$ cat config.mk
export PLATFORM = sky130hd
export DESIGN_NAME = completion_buffer
export DESIGN_NICKNAME = d
export VERILOG_FILES = /design/src/rtl/cbuf_pkg.sv /design/src/rtl/cbuf_slot.sv /design/src/rtl/cbuf_drain.sv /design/src/rtl/cbuf_ptrs.sv /design/src/rtl/completion_buffer.sv
export SDC_FILE = /design/constraint.sdc
export NUM_CORES = 1
export LEC_CHECK = 0
export BUFFER_PORTS_ARGS = -buffer_cell sky130_fd_sc_hd__buf_2
export CORE_MARGIN = 4
export CORE_UTILIZATION = 49
export DETAILED_ROUTE_END_ITERATION = 6
export MAX_ROUTING_LAYER = met4
export PLACE_DENSITY = 0.77
export SYNTH_ARGS = -nofsm -noshare
export SYNTH_HDL_FRONTEND = slang
export SYNTH_SLANG_ARGS = --single-unit
$ cat constraint.sdc
create_clock -name clk -period 12.49 [get_ports clk]
set_input_delay 0.6245 -clock clk [delete_from_list [all_inputs] [get_ports clk]]
set_output_delay 0.6245 -clock clk [all_outputs]
set_load 0.02 [all_outputs]
$ cat src/rtl/cbuf_pkg.sv
package cbuf_pkg;

    typedef enum logic [1:0] {
        SLOT_IDLE = 2'd0,
        SLOT_WAIT = 2'd1,
        SLOT_DONE = 2'd2
    } slot_st_e;

    typedef enum logic [1:0] {
        OCC_EMPTY = 2'd0,
        OCC_SOME  = 2'd1,
        OCC_FULL  = 2'd2
    } occ_st_e;

endpackage

$ cat src/rtl/cbuf_slot.sv
module cbuf_slot
    import cbuf_pkg::*;
#(
    parameter int TAG_W = 8
) (
    input  logic             clk,
    input  logic             rst_n,
    input  logic             take,
    input  logic [TAG_W-1:0] take_tag,
    input  logic             finish,
    input  logic             drain,
    output slot_st_e         st,
    output logic [TAG_W-1:0] tag,
    output logic             is_done
);

    slot_st_e st_n;

    // state register
    always_ff @(posedge clk) begin
        if (!rst_n) st <= SLOT_IDLE;
        else        st <= st_n;
    end

    // transitions: take, finish, drain
    always_comb begin
        st_n = st;
        unique case (st)
            SLOT_IDLE: if (take)   st_n = SLOT_WAIT;
            SLOT_WAIT: if (finish) st_n = SLOT_DONE;
            SLOT_DONE: if (drain)  st_n = SLOT_IDLE;
            default:               st_n = SLOT_IDLE;
        endcase
    end

    // tag payload: loaded on take, cleared on drain
    always_ff @(posedge clk) begin
        if (!rst_n)                         tag <= '0;
        else if (st == SLOT_IDLE && take)   tag <= take_tag;
        else if (st == SLOT_DONE && drain)  tag <= '0;
    end

    // outputs
    always_comb begin
        is_done = (st == SLOT_DONE);
    end

    AST_TAKE_IDLE:   assert property (@(posedge clk) disable iff (!rst_n) take |-> st == SLOT_IDLE);
    AST_DRAIN_DONE:  assert property (@(posedge clk) disable iff (!rst_n) drain |-> st == SLOT_DONE);
    AST_FINISH_MARK: assert property (@(posedge clk) disable iff (!rst_n) (finish && st == SLOT_WAIT) |=> st == SLOT_DONE);
    AST_FINISH_IDLE: assert property (@(posedge clk) disable iff (!rst_n) (finish && !take && st == SLOT_IDLE) |=> st == SLOT_IDLE);

endmodule

$ cat src/rtl/cbuf_drain.sv
module cbuf_drain #(
    parameter int DEPTH = 16,
    parameter int RET_W = 5,
    parameter int TAG_W = 8,
    localparam int IDX_W = $clog2(DEPTH),
    localparam int CNT_W = $clog2(DEPTH + 1),
    localparam int RNW   = $clog2(RET_W + 1)
) (
    input  logic [DEPTH-1:0]       done_vec,
    input  logic [DEPTH*TAG_W-1:0] tags_flat,
    input  logic [IDX_W-1:0]       head,
    input  logic [CNT_W-1:0]       used,
    output logic [DEPTH-1:0]       drain_vec,
    output logic [RET_W-1:0]       ret_valid,
    output logic [RET_W*TAG_W-1:0] ret_tags,
    output logic [RNW-1:0]         ret_n
);

    logic [IDX_W-1:0] pick;
    logic             run;

    // scan from the head; stop at first unfinished slot or when entries run out
    always_comb begin
        run       = 1'b1;
        pick      = head;
        drain_vec = '0;
        ret_valid = '0;
        ret_tags  = '0;
        ret_n     = '0;
        for (int k = 0; k < RET_W; k++) begin
            pick = IDX_W'((int'(head) + k) % DEPTH);
            run  = run && (k < int'(used)) && done_vec[pick];
            if (run) begin
                drain_vec[pick]              = 1'b1;
                ret_valid[k]                 = 1'b1;
                ret_tags[k*TAG_W +: TAG_W]   = tags_flat[int'(pick)*TAG_W +: TAG_W];
                ret_n                        = ret_n + RNW'(1);
            end
        end
    end

    AST_RET_CONTIG: assert final ((ret_valid & (ret_valid + RET_W'(1))) == '0);

endmodule

$ cat src/rtl/cbuf_ptrs.sv
module cbuf_ptrs
    import cbuf_pkg::*;
#(
    parameter int DEPTH = 16,
    parameter int RET_W = 5,
    localparam int IDX_W = $clog2(DEPTH),
    localparam int CNT_W = $clog2(DEPTH + 1),
    localparam int RNW   = $clog2(RET_W + 1)
) (
    input  logic             clk,
    input  logic             rst_n,
    input  logic             push,
    input  logic [RNW-1:0]   pop_n,
    output logic [IDX_W-1:0] head,
    output logic [IDX_W-1:0] tail,
    output logic [CNT_W-1:0] used,
    output logic [CNT_W-1:0] free,
    output logic             full
);

    occ_st_e          occ, occ_n;
    logic [CNT_W-1:0] used_n;

    always_comb begin
        used_n = used + CNT_W'(push) - CNT_W'(pop_n);
    end

    // pointer and count registers
    always_ff @(posedge clk) begin
        if (!rst_n) begin
            head <= '0;
            tail <= '0;
            used <= '0;
            free <= CNT_W'(DEPTH);
        end else begin
            head <= head + IDX_W'(pop_n);
            tail <= tail + IDX_W'(push);
            used <= used_n;
            free <= free - CNT_W'(push) + CNT_W'(pop_n);
        end
    end

    // occupancy state register
    always_ff @(posedge clk) begin
        if (!rst_n) occ <= OCC_EMPTY;
        else        occ <= occ_n;
    end

    // occupancy transitions: fill and empty
    always_comb begin
        occ_n = occ;
        unique case (occ)
            OCC_EMPTY: if (used_n != '0)
                           occ_n = (used_n == CNT_W'(DEPTH)) ? OCC_FULL : OCC_SOME;
            OCC_SOME:  if (used_n == '0)                occ_n = OCC_EMPTY;
                       else if (used_n == CNT_W'(DEPTH)) occ_n = OCC_FULL;
            OCC_FULL:  if (used_n != CNT_W'(DEPTH))
                           occ_n = (used_n == '0) ? OCC_EMPTY : OCC_SOME;
            default:   occ_n = OCC_EMPTY;
        endcase
    end

    // outputs
    always_comb begin
        full = (occ == OCC_FULL);
    end

    AST_COUNT_SUM:   assert property (@(posedge clk) disable iff (!rst_n) ({1'b0, free} + {1'b0, used}) == (CNT_W+1)'(DEPTH));
    AST_FULL_STALL:  assert property (@(posedge clk) disable iff (!rst_n) full == (free == '0));
    AST_NO_OVERFLOW: assert property (@(posedge clk) disable iff (!rst_n) (used == CNT_W'(DEPTH)) |-> !push);
    AST_POP_BOUND:   assert property (@(posedge clk) disable iff (!rst_n) (CNT_W'(pop_n) <= used) && (int'(pop_n) <= RET_W));
    AST_HEAD_STEP:   assert property (@(posedge clk) disable iff (!rst_n) rst_n && $past(rst_n) |-> head == $past(head) + IDX_W'($past(pop_n)));

endmodule

$ cat src/rtl/completion_buffer.sv
module completion_buffer
    import cbuf_pkg::*;
#(
    parameter int DEPTH      = 16,
    parameter int RET_W      = 5,
    parameter int TAG_W      = 8,
    parameter int CMPL_PORTS = 2,
    localparam int IDX_W = $clog2(DEPTH),
    localparam int CNT_W = $clog2(DEPTH + 1),
    localparam int RNW   = $clog2(RET_W + 1)
) (
    input  logic                        clk,
    input  logic                        rst_n,
    input  logic                        alloc_valid,
    input  logic [TAG_W-1:0]            alloc_tag,
    output logic [IDX_W-1:0]            alloc_idx,
    output logic                        alloc_err,
    input  logic [CMPL_PORTS-1:0]       cmpl_valid,
    input  logic [CMPL_PORTS*IDX_W-1:0] cmpl_idx,
    output logic [RET_W-1:0]            ret_valid,
    output logic [RET_W*TAG_W-1:0]      ret_tags,
    output logic [RNW-1:0]              ret_count,
    output logic [CNT_W-1:0]            free_cnt,
    output logic [CNT_W-1:0]            used_cnt,
    output logic                        dispatch_stall
);

    logic [IDX_W-1:0]       head, tail;
    logic                   full, push;
    logic [RNW-1:0]         pop_n;
    logic [DEPTH-1:0]       done_vec, drain_vec, take_vec, finish_vec;
    logic [DEPTH*TAG_W-1:0] tags_flat;

    always_comb begin
        push      = alloc_valid && !full;
        alloc_err = alloc_valid && full;
    end

    cbuf_ptrs #(.DEPTH(DEPTH), .RET_W(RET_W)) u_ptrs (
        .clk   (clk),
        .rst_n (rst_n),
        .push  (push),
        .pop_n (pop_n),
        .head  (head),
        .tail  (tail),
        .used  (used_cnt),
        .free  (free_cnt),
        .full  (full)
    );

    for (genvar s = 0; s < DEPTH; s++) begin : g_slot
        slot_st_e st_s;

        always_comb begin
            take_vec[s]   = push && (tail == IDX_W'(s));
            finish_vec[s] = 1'b0;
            for (int p = 0; p < CMPL_PORTS; p++)
                if (cmpl_valid[p] && cmpl_idx[p*IDX_W +: IDX_W] == IDX_W'(s))
                    finish_vec[s] = 1'b1;
        end

        cbuf_slot #(.TAG_W(TAG_W)) u_slot (
            .clk      (clk),
            .rst_n    (rst_n),
            .take     (take_vec[s]),
            .take_tag (alloc_tag),
            .finish   (finish_vec[s]),
            .drain    (drain_vec[s]),
            .st       (st_s),
            .tag      (tags_flat[s*TAG_W +: TAG_W]),
            .is_done  (done_vec[s])
        );
    end

    cbuf_drain #(.DEPTH(DEPTH), .RET_W(RET_W), .TAG_W(TAG_W)) u_drain (
        .done_vec  (done_vec),
        .tags_flat (tags_flat),
        .head      (head),
        .used      (used_cnt),
        .drain_vec (drain_vec),
        .ret_valid (ret_valid),
        .ret_tags  (ret_tags),
        .ret_n     (pop_n)
    );

    always_comb begin
        alloc_idx      = tail;
        ret_count      = pop_n;
        dispatch_stall = full;
    end

    AST_ERR_ONLY_FULL: assert property (@(posedge clk) disable iff (!rst_n) alloc_err |-> free_cnt == '0);
    AST_FULL_HOLD:     assert property (@(posedge clk) disable iff (!rst_n) alloc_err |=> alloc_idx == $past(alloc_idx));
    AST_EMPTY_QUIET:   assert property (@(posedge clk) disable iff (!rst_n) (used_cnt == '0) |-> ret_valid == '0);
    AST_NET_COUNT:     assert property (@(posedge clk) disable iff (!rst_n) rst_n && $past(rst_n) |-> used_cnt == $past(used_cnt) + CNT_W'($past(push)) - CNT_W'($past(ret_count)));

endmodule

==> reports/qor.yml <==
placement:
  numPortBuffers: 84
  hpwlAfterDp_um: 40600
  pre_cts_slack_ns: 4.50
  place_congestion: 1.08
timing:
  period_share_pct: 64.6
  setup-tns-final_ns: 0
  maxSlewViolCount: 0
  clock_skew_ns: 0.0160
  worst_pin_slew_ns: 1.35
  rsz0062_at_grt: "false"
  maxSlewHeadroom_pct: 9.98
  setup_viol: 0
  fin_ws_ns: 4.42
  max_freq_ghz: 0.124
  period_needed_ns: 8.07
  hold_viol: 0
worst_setup_path:
  slowest_stage: "dfxtp_4"
  cp_data_required_time_ns: 12.87
  ff2ff_setup_slack_ns: 4.42
  critPathMaxStageDelay_ns: 0.99
  reg2reg_depth: 22
  r2r_start: "u_ptrs.head[0]$_SDFF_PN0_"
  startpoint: "u_ptrs.head[0]$_SDFF_PN0_"
  cp_top_family: "simple AND/OR/NAND/NOR gates"
  path_cells: "inv_2, ha_2, buf_4, mux4_2, nor4b_2, a211o_1, nand3_2, inv_2, nand2b_1, nand2_1, ha_1, xor2_1, nor2_1, a31oi_1, nand2_1, ha_1, ha_1, a21o_1, a21oi_1, xnor2_1, nor4b_1, nor3b_1"
  critPathCaptureType: "flip-flop"
  cp-start-kind: "flip-flop"
  cp.arrival_ns: 8.45
  r2r-end: "u_ptrs.occ[1]$_SDFFE_PN0P_"
  crit_top_cell: "ha_1"
  worst-setup-path-type: "reg -> reg"
  crit_buf_inv: 3
  cp.depth: 22
  critPathMaxFanout: 63
  crit_end: "u_ptrs.occ[1]$_SDFFE_PN0P_"
power_and_ir_drop:
  comb_power_share_pct: 22.7
  ir_worst_vdd_v: 0.000107
  clockPowerShare_pct: 35.0
  internal_power_mw: 1.07
  power_frac_seq_pct: 42.3
  p_per_area_nw_per_um2: 102
  leakage_nw: 5.43
  switching_share_pct: 34.2
  power_switching_uw: 557
routing:
  via_per_inst: 7.61
  dr.pass1.iters: 7
  drt-initial-drc-count: 2469
  num_vias: 14700
  ant_nets: 0
  wirelength_um: 56000
  routedWlPerCell_um: 28.9
  drc: 1
synthesis:
  ys_async_sr_fraction_pct: 0
  synthFlopType: "dfxtp_1"
  syn_area_um2: 14800
  ys_seq_area_share_pct: 24.3
  synth_mux_area_share_pct: 28.1
  avgSynthCellArea_um2: 9.53
  yosysWarningCount: 0
  yosys.area_share.simple_pct: 23.9
  ys_ff_latch: 180
  synth_xor_area_share_pct: 1.55
  synth-compound-area-share_pct: 13.7
  postSynthCellCount: 1554
  synth_top_family_by_area: "multiplexers"
  yosys.area_share.adder_pct: 3.28
  synth_edf_count: 0
  ys_types: 76
  syn-num-nets: 1612
die:
  ioPinCount: 85
  die_w_um: 182
  start_util_pct: 49.8
  dieArea_um2: 33100
  rows: 63
  die_h_um: 182
  core_area_um2: 29700
global_routing:
  grt_pass1_vias: 13300
  grt_max_degree: 77
  antenna_found_initial: 4
  grt_overflow: 0
  grt.total_usage_pct: 33.9
  grt_first_pass_wirelength_um: 83600
clocking:
  cts_setup_buffers: 0
  clkSlewWorstSetupHoldPaths_ns: 0.07
  cts.repair.resized: 0
  root_buffer: "clkbuf_16"
  cts_tree: "done"
  postCtsHoldBufs: 0
  htreeDepth: 4
  numCtsBuffers: 17
  cts_sinks: 180
  insertion_delay_ns: 0.47
  clk_path_buf_depth: 2
cells_and_area:
  fill_cells: 2617
  drive_gt1_share_pct: 24.5
  layout_common_cells: "mux4_2 (184), dfxtp_1 (178), nand2_1 (141)"
  final_common_cell: "mux4_2"
  syn2layout_area_growth_pct: 7.60
  nNetsFinal: 1588
job:
  drv_cap: 0
outcome:
  outcome: "finished with violations"
  violations: "design-rule violations"
min_path:
  hold_class: "reg -> reg"
-- layout make-up --
cell class | count | area [um^2] | area share, %
repair buffers | 111 | 623 | 3.91
clock buffers | 17 | 425 | 2.67
inverters | 34 | 130 | 0.817
flip-flops and latches | 180 | 3610 | 22.7
multi-input cells | 1186 | 10500 | 65.7
well taps | 390 | 488 | 3.06
clock inverters | 15 | 184 | 1.15
diodes | 4 | 10.0 | 0.0628
-- registers in the layout, indices dropped and copies added (netlist names) --
name,count
g_slot.u_slot.st,32
g_slot.u_slot.tag,128
u_ptrs.free,5
u_ptrs.head,4
u_ptrs.occ,2
u_ptrs.tail,4
u_ptrs.used,5
-- synth_stat cells (9+ instances only) --
library cell | n | area [um^2]
a32oi_2 | 10 | 163
nand4_1 | 111 | 694
buf_2 | 11 | 55.1
xnor2_1 | 13 | 114
a31oi_1 | 105 | 657
nand2_1 | 141 | 529
clkbuf_1 | 102 | 383
nor2_1 | 81 | 304
buf_1 | 32 | 120
mux4_2 | 184 | 4140
inv_1 | 28 | 105
a32o_1 | 9 | 90.1
ha_1 | 34 | 425
a22oi_1 | 19 | 143
and2_1 | 48 | 300
and3_1 | 19 | 119
o22ai_1 | 27 | 169
xor2_1 | 10 | 87.6
nor4_1 | 15 | 93.8
nor2b_1 | 24 | 150
or4_1 | 12 | 90.1
nand2b_1 | 28 | 175
dfxtp_1 | 180 | 3600
a21oi_1 | 47 | 235
nand3_1 | 129 | 646
-- power groups by stage --
stage	Combinational, mW	Sequential, mW	Clock, mW
after global placement	0.350	0.693	0
after floorplan	0.262	0.685	0
after detailed placement	0.360	0.698	0
final	0.370	0.688	0.570
after CTS	0.364	0.684	0.573
after global routing	0.398	0.694	0.593
-- worst reg2reg max path: cells and delay by family (launching register included) --
kind            cells  cell delay, ns
simple gates        8            1.89
buf+inv             3            1.85
fa+ha+maj           4            1.46
compound gates      4            1.11
flops               1            0.99
mux                 1            0.44
xor+xnor            2            0.24
-- worst min-delay path by stage --
stage	startpoint	end	slack (ns)	cells past startpoint
3_5_place_dp	g_slot[7].u_slot.st[1]$_SDFFE_PN0P_	g_slot[7].u_slot.st[1]$_SDFFE_PN0P_	0.50	1
2_1_floorplan	g_slot[7].u_slot.st[1]$_SDFFE_PN0P_	g_slot[7].u_slot.st[1]$_SDFFE_PN0P_	0.46	1
6_report	g_slot[7].u_slot.st[1]$_SDFFE_PN0P_	g_slot[7].u_slot.st[1]$_SDFFE_PN0P_	0.52	1
4_1_cts	g_slot[7].u_slot.st[1]$_SDFFE_PN0P_	g_slot[7].u_slot.st[1]$_SDFFE_PN0P_	0.51	1
5_1_grt	g_slot[7].u_slot.st[1]$_SDFFE_PN0P_	g_slot[7].u_slot.st[1]$_SDFFE_PN0P_	0.55	1
3_3_place_gp	g_slot[7].u_slot.st[1]$_SDFFE_PN0P_	g_slot[7].u_slot.st[1]$_SDFFE_PN0P_	0.49	1
-- cells by family after synthesis --
logic type	Yosys count
compound gates	279
xor+xnor	24
fa+ha+maj	37
buf+inv	188
flops	180
mux	185
simple gates	661
-- through the flow --
step / hold WS, ns / total power, mW / instances / instance area, um^2 / utilization, %
final: 0.516 / 1.63 / 1937 / 15900 / 53.6
after global routing: 0.552 / 1.68 / 1937 / 15900 / 53.6
after floorplan: 0.463 / 0.947 / 1554 / 14800 / -
after CTS: 0.514 / 1.62 / 1933 / 15900 / 53.6
after detailed placement: 0.500 / 1.06 / 1901 / 15300 / 51.5
after global placement: 0.485 / 1.04 / 1901 / 15300 / 51.5
-- metal layers --
layer	vias to the layer above	global-route usage, %	part of all wire, %
li1	6090	-	-
met3	219	10.1	15
met4	0	15.1	5.2
met5	-	-	0
met2	1202	48.1	43
met1	7225	44.9	37
No activity file was read; power rests on OpenSTA's default activity.
